## src/rtl/pll_lock_pkg.sv

```systemverilog
package pll_lock_pkg;
  localparam int CFG_N      = 11;
  localparam int IDX_W      = 5;
  localparam int WORD_W     = 24;
  localparam int ADDR_W     = 4;
  localparam int VAL_W      = 20;
  localparam int STS_W      = 4;

  localparam logic [VAL_W-1:0] STD_SYN   = 20'h00047;
  localparam logic [VAL_W-1:0] ACAL_SYN  = 20'h06847;
  localparam logic [VAL_W-1:0] DIV_CH1   = 20'h00999;
  localparam logic [VAL_W-1:0] VCO_RSV   = 20'h40000;
  localparam logic [15:0]      ACAL_VCO  = 16'h6662;
  localparam logic [STS_W-1:0] STS_CLEAR = 4'hF;

  typedef enum logic [2:0] {
    S_IDLE, S_SYN, S_DIV, S_VCO, S_ACK, S_RD, S_SAMP, S_FIN
  } seq_state_t;

  function automatic logic [WORD_W-1:0] mk_word(input logic [ADDR_W-1:0] a,
                                                input logic [VAL_W-1:0] v);
    return {a, v};
  endfunction

  function automatic logic [15:0] cfg_entry(input int i);
    case (i)
      0:  return 16'h664D;
      1:  return 16'h666D;
      2:  return 16'h665D;
      3:  return 16'h667D;
      4:  return 16'h6643;
      5:  return 16'h6663;
      6:  return 16'h6653;
      7:  return 16'h6673;
      8:  return 16'h664B;
      9:  return 16'h666B;
      10: return 16'h665B;
      default: return 16'h0000;
    endcase
  endfunction
endpackage

```

## src/rtl/pll_trial_ctr.sv

```systemverilog
module pll_trial_ctr #(
  parameter int NUM_CFG = pll_lock_pkg::CFG_N,
  localparam int TW = $clog2(NUM_CFG)
) (
  input  logic          clk,
  input  logic          rst_n,
  input  logic          clr,
  input  logic          inc,
  output logic [TW-1:0] trial,
  output logic          last
);
  localparam logic [TW-1:0] LAST_T = TW'(NUM_CFG - 2);

  always_ff @(posedge clk or negedge rst_n) begin
    if (!rst_n)      trial <= '0;
    else if (clr)    trial <= '0;
    else if (inc)    trial <= trial + 1'b1;
  end

  assign last = (trial == LAST_T);

  p_trial_bound_r5: assert property (@(posedge clk) disable iff (!rst_n)
    trial <= LAST_T);
endmodule

```

## src/rtl/pll_word_gen.sv

```systemverilog
module pll_word_gen #(
  parameter int NUM_CFG = pll_lock_pkg::CFG_N,
  localparam int TW = $clog2(NUM_CFG)
) (
  input  logic [1:0]    reg_sel,
  input  logic          acal,
  input  logic [TW-1:0] trial,
  output logic [23:0]   word
);
  import pll_lock_pkg::*;

  logic [15:0] vco_val;
  assign vco_val = acal ? ACAL_VCO : cfg_entry(int'(trial));

  always_comb begin
    case (reg_sel)
      2'd1:    word = mk_word(4'd1, acal ? ACAL_SYN : STD_SYN);
      2'd2:    word = mk_word(4'd2, DIV_CH1);
      2'd3:    word = mk_word(4'd3, VCO_RSV | {4'h0, vco_val});
      default: word = '0;
    endcase
  end
endmodule

```

## src/rtl/pll_lock_search.sv

```systemverilog
module pll_lock_search #(
  parameter int NUM_CFG = pll_lock_pkg::CFG_N,
  localparam int TW = $clog2(NUM_CFG)
) (
  input  logic              clk,
  input  logic              rst_n,
  input  logic              start,
  output logic              wr_req,
  output logic [23:0]       wr_word,
  input  logic              wr_done,
  output logic              sts_req,
  output logic              sts_we,
  output logic [3:0]        sts_wdata,
  input  logic              sts_done,
  input  logic              sts_valid,
  input  logic [3:0]        sts_rdata,
  output logic              busy,
  output logic              done,
  output logic signed [4:0] cfg_idx,
  output logic              autocal
);
  import pll_lock_pkg::*;

  seq_state_t state, nxt;
  logic       acal;
  logic [TW-1:0] trial;
  logic       trial_last;
  logic [1:0] reg_sel;

  // named internal events
  logic go, lock_hit, miss_more, miss_end, vco_written;

  assign go          = (state == S_IDLE) && start;
  assign lock_hit    = (state == S_SAMP) && sts_valid && (sts_rdata == '0);
  assign miss_more   = (state == S_SAMP) && sts_valid && (sts_rdata != '0) && !trial_last;
  assign miss_end    = (state == S_SAMP) && sts_valid && (sts_rdata != '0) && trial_last;
  assign vco_written = (state == S_VCO) && wr_done;

  pll_trial_ctr #(.NUM_CFG(NUM_CFG)) u_ctr (
    .clk(clk), .rst_n(rst_n), .clr(go), .inc(miss_more),
    .trial(trial), .last(trial_last)
  );

  always_comb begin
    case (state)
      S_SYN:   reg_sel = 2'd1;
      S_DIV:   reg_sel = 2'd2;
      S_VCO:   reg_sel = 2'd3;
      default: reg_sel = 2'd0;
    endcase
  end

  pll_word_gen #(.NUM_CFG(NUM_CFG)) u_gen (
    .reg_sel(reg_sel), .acal(acal), .trial(trial), .word(wr_word)
  );

  always_comb begin
    nxt = state;
    case (state)
      S_IDLE: if (start)    nxt = S_SYN;
      S_SYN:  if (wr_done)  nxt = S_DIV;
      S_DIV:  if (wr_done)  nxt = S_VCO;
      S_VCO:  if (wr_done)  nxt = acal ? S_FIN : S_ACK;
      S_ACK:  if (sts_done) nxt = S_RD;
      S_RD:   if (sts_done) nxt = S_SAMP;
      S_SAMP: begin
        if (lock_hit)                  nxt = S_FIN;
        else if (miss_more || miss_end) nxt = S_SYN;
      end
      S_FIN:  nxt = S_IDLE;
      default: nxt = S_IDLE;
    endcase
  end

  always_ff @(posedge clk or negedge rst_n) begin
    if (!rst_n) begin
      state   <= S_IDLE;
      acal    <= 1'b0;
      cfg_idx <= -5'sd1;
      autocal <= 1'b0;
    end else begin
      state <= nxt;
      if (go) acal <= 1'b0;
      else if (miss_end) acal <= 1'b1;
      if (lock_hit) begin
        cfg_idx <= 5'(trial) + 5'sd1;
        autocal <= 1'b0;
      end else if (vco_written && acal) begin
        cfg_idx <= -5'sd1;
        autocal <= 1'b1;
      end
    end
  end

  assign wr_req    = (state == S_SYN) || (state == S_DIV) || (state == S_VCO);
  assign sts_req   = (state == S_ACK) || (state == S_RD);
  assign sts_we    = (state == S_ACK);
  assign sts_wdata = (state == S_ACK) ? STS_CLEAR : 4'h0;
  assign busy      = (state != S_IDLE);
  assign done      = (state == S_FIN);

  p_addr_range_r1: assert property (@(posedge clk) disable iff (!rst_n)
    wr_req |-> (wr_word[23:20] >= 4'd1 && wr_word[23:20] <= 4'd3));
  p_wr_hold_r10: assert property (@(posedge clk) disable iff (!rst_n)
    wr_req && !wr_done |=> wr_req && $stable(wr_word));
  p_sts_hold_r10: assert property (@(posedge clk) disable iff (!rst_n)
    sts_req && !sts_done |=> sts_req && $stable(sts_we));
  p_ack_then_read_r3: assert property (@(posedge clk) disable iff (!rst_n)
    sts_req && sts_we && sts_done |=> sts_req && !sts_we);
  p_start_needed_r10: assert property (@(posedge clk) disable iff (!rst_n)
    $rose(busy) |-> $past(start));
  p_done_pulse_r11: assert property (@(posedge clk) disable iff (!rst_n)
    done |=> !done && !busy);
  p_lock_idx_r7: assert property (@(posedge clk) disable iff (!rst_n)
    done && !autocal |-> (cfg_idx >= 5'sd1 && cfg_idx <= 5'(NUM_CFG - 1)));
  p_acal_idx_r8: assert property (@(posedge clk) disable iff (!rst_n)
    done && autocal |-> cfg_idx == -5'sd1);
  p_one_req_r3: assert property (@(posedge clk) disable iff (!rst_n)
    !(wr_req && sts_req));
endmodule

```

## config.mk

```make
export PLATFORM = sky130hd
export DESIGN_NAME = pll_lock_search
export DESIGN_NICKNAME = d
export VERILOG_FILES = /design/src/rtl/pll_lock_pkg.sv /design/src/rtl/pll_trial_ctr.sv /design/src/rtl/pll_word_gen.sv /design/src/rtl/pll_lock_search.sv
export SDC_FILE = /design/constraint.sdc
export NUM_CORES = 1
export LEC_CHECK = 0
export ABC_AREA = 1
export BUFFER_PORTS_ARGS = -buffer_cell sky130_fd_sc_hd__buf_2
export CORE_ASPECT_RATIO = 0.75
export CORE_UTILIZATION = 25
export DETAILED_ROUTE_END_ITERATION = 8
export MAX_ROUTING_LAYER = met4
export PLACE_DENSITY = 0.6
export SYNTH_ARGS = -nofsm -noshare
export SYNTH_HDL_FRONTEND = slang
export SYNTH_SLANG_ARGS = --single-unit
```

## constraint.sdc

```tcl
create_clock -name clk -period 1.6 [get_ports clk]
set_clock_uncertainty 0.05 [all_clocks]
set_input_delay 0.08 -clock clk [delete_from_list [all_inputs] [get_ports clk]]
set_output_delay 0.08 -clock clk [all_outputs]
set_load 0.005 [all_outputs]
```

==> metrics.json <==
{
  "slew_viol_final": 0,
  "max-cap-violations": 0,
  "detailed_place_hpwl_um": 2150,
  "cts_max_level": 1,
  "synth.yosys.warnings": 0,
  "number_of_inserted_diodes": 0,
  "main_combinational_cell_family_by_area_after_synthesis": "simple AND/OR/NAND/NOR gates",
  "slowest_stage": "sky130_fd_sc_hd__dfrtp_1",
  "proportion_of_synthesized_chip_area_in_sequential_cells_pct": 30.9,
  "totalWireLength_um": 2820,
  "grt_antenna_before_repair": 0,
  "final.hold.worst_slack_ns": 0.150,
  "synth_simple_gate_area_share_pct": 39.2,
  "ys_seq_elements": 14,
  "layout.cells.most_common": "sky130_fd_sc_hd__nand2_1",
  "cp.arrival_ns": 1.57,
  "die_y_um": 60.8,
  "timing_hold_violations_final": 0,
  "setup.worst_path.class": "reg -> out",
  "clk_pin_slew_ns": 0.06,
  "floorplan.io_pins": 49,
  "first_global_vias": 986,
  "grt_setup_unrepaired": "yes",
  "coreArea_um2": 4230,
  "die_w_um": 80.4,
  "maximum_vdd_drop_mv": 0.638,
  "fin_crit_sh_pct": 106,
  "postSynthCellCount": 170,
  "maximum_number_of_pins_on_one_net_before_global_route_repair": 15,
  "numPortBuffers": 41,
  "initial_core_util_pct": 27.3,
  "vias": 1121,
  "gp_routability_congestion": 0.854,
  "drt-initial-drc-count": 32,
  "min_period_ns": 1.70,
  "synthMuxAreaShare_pct": 0,
  "setup_slack_ns": -0.0986,
  "globalRoute.totalOverflow": 0,
  "final_cell_mix": "sky130_fd_sc_hd__nand2_1, sky130_fd_sc_hd__buf_2, sky130_fd_sc_hd__nand3_1",
  "setup_viol": 7,
  "achievable-frequency_mhz": 589,
  "path_delay_family": "flip-flops",
  "remaining_drc_errors": 0,
  "clk_root_buf": "sky130_fd_sc_hd__clkbuf_8",
  "synth_compound_area_share_pct": 7.27,
  "dieArea_um2": 4890,
  "final_nets": 227,
  "startpoint_type": "flip-flop",
  "global_route_usage_over_all_layers_pct": 12.6,
  "viasPerCell": 4.20,
  "violations": "negative setup slack",
  "cts.path.max_buffers": 2,
  "total_power_mw": 2.26,
  "crit_path_cell_trace": "ha_2 -> inv_2 -> ha_4 -> or2_4 -> o21ai_4 -> o21ai_2 -> buf_2",
  "worst_skew_pair.late_latency_ns": 0.24,
  "placement_rows": 20,
  "synth.avg_cell_area_um2": 6.79,
  "multiInputGateArea_um2": 657,
  "critical_path.max_fanout": 4,
  "clock-sinks": 14,
  "synth-adder-area-share_pct": 4.34,
  "timing.critical_path.to_type": "output port",
  "regToRegSetupSlack_ns": 0.17,
  "synth_area_um2": 1150,
  "grt_pass1_wl_um": 4610,
  "tritoncts.num_buffers": 3,
  "area.growth.synth_to_final_pct": 28.5,
  "instances_no_fill": 267,
  "area_of_all_sequential_standard_cells_um2": 359,
  "min_path_type": "in -> reg",
  "timing.critical_path.buf_inv": 2,
  "layout.filler_cells": 465,
  "average_wire_per_standard_cell_um": 10.5,
  "numPlacedInstances": 260,
  "worst_path_largest_cell_delay_ns": 0.35,
  "firstDrtPassIters": 4,
  "cellPowerDensity_nw_per_um2": 1530,
  "synth.distinct_cells": 24,
  "outcome": "finished, violations left",
  "synth_area_in_xor_xnor_pct": 0,
  "drtAntennaViolNets": 0,
  "power.leakage_nw": 0.831,
  "fraction_of_final_layout_cells_sized_beyond_drive_strength_1_pct": 36.8,
  "tritoncts": "done",
  "critPathRequiredTime_ns": 1.47
}
## cell families (layout without fill, tap and decap cells)
logic type,Yosys count,in the layout
flops,14,14
buf+inv,40,76
fa+ha+maj,4,4
simple gates,96,96
other cells,1,7
compound gates,15,15
## through the flow
| stage | utilization (%) | setup TNS, ns | setup slack [ns] | cell area [um2] |
|---|---|---|---|---|
| after floorplan | - | 0 | 0.00707 | 1190 |
| after global placement | 32.6 | 0 | 0.101 | 1380 |
| after detailed placement | 32.6 | 0 | 0.0727 | 1380 |
| after CTS | 34.4 | -0.649 | -0.110 | 1460 |
| after global routing | 35.1 | -1.32 | -0.188 | 1480 |
| final | 35.1 | -0.525 | -0.0986 | 1480 |
## registers in the layout (all words and copies together) (netlist names)
name and flops:
state 3, autocal 1, acal 1, cfg_idx 5, u_ctr.trial 4
## layer usage
| metal | part of all wire (%) | GRT usage (%) |
|---|---|---|
| met1 | 52 | 17.5 |
| met2 | 44 | 19.1 |
| met3 | 4.2 | 3.16 |
| met4 | 0.25 | 0.765 |
| met5 | 0 | - |
## report_power, final
group          total, mW  leakage [nW]  switching, mW  internal, mW
Clock              0.303        0.0228          0.127         0.176
Sequential         0.662         0.166          0.129         0.533
Combinational       1.30         0.643          0.732         0.566
Total               2.26         0.831          0.988          1.27
## final timing paths
path	from	endpoint	depth (start not counted)
max	u_ctr.trial[0]	wr_word[14]	7
min	wr_done	autocal	3
max reg2reg	u_ctr.trial[0]	u_ctr.trial[0]	7
min reg2reg	cfg_idx[1]	cfg_idx[1]	2
max in group asynchronous	rst_n	cfg_idx[4]	2
min in group asynchronous	rst_n	u_ctr.trial[3]	2
## what timing repair did
item	CTS	global route
pin swaps	4	1
buffers inserted	1	1
setup endpoints to repair	12	13
hold buffers	1	0
resized for setup	5	9
hold endpoints to repair	14	0
## synthesized netlist by cell type, drive strengths merged
cell    instances  share of area, %
nand2          52                18
nand3          25                12
inv            24               7.8
buf            16                10
nor2           16               6.7
o21ai          10               4.7
dfrtp           9                20
dfstp           5                11
ha              4               4.3
a21oi           3               1.3
a21boi          1              0.65
conb            1              0.33
nand4           1              0.54
nor3            1               1.4
o21bai          1              0.65
or2             1              0.54
## final cells by class
class	count	area share [%]
well taps	55	4.64
multi-input cells	122	44.3
clock buffers	4	3.04
flip-flops and latches	14	24.2
repair buffers	48	17.6
inverters	24	6.24
## worst reg2reg max path, cell delays in order, from the launching register on
cell and delay [ns]:
sky130_fd_sc_hd__dfrtp_1 0.38, sky130_fd_sc_hd__buf_4 0.17, sky130_fd_sc_hd__ha_1 0.19, sky130_fd_sc_hd__nand3_1 0.14, sky130_fd_sc_hd__inv_1 0.08, sky130_fd_sc_hd__nor2_2 0.21, sky130_fd_sc_hd__nand2_1 0.07, sky130_fd_sc_hd__nand2_1 0.08
(Power assumes the default switching activity.)
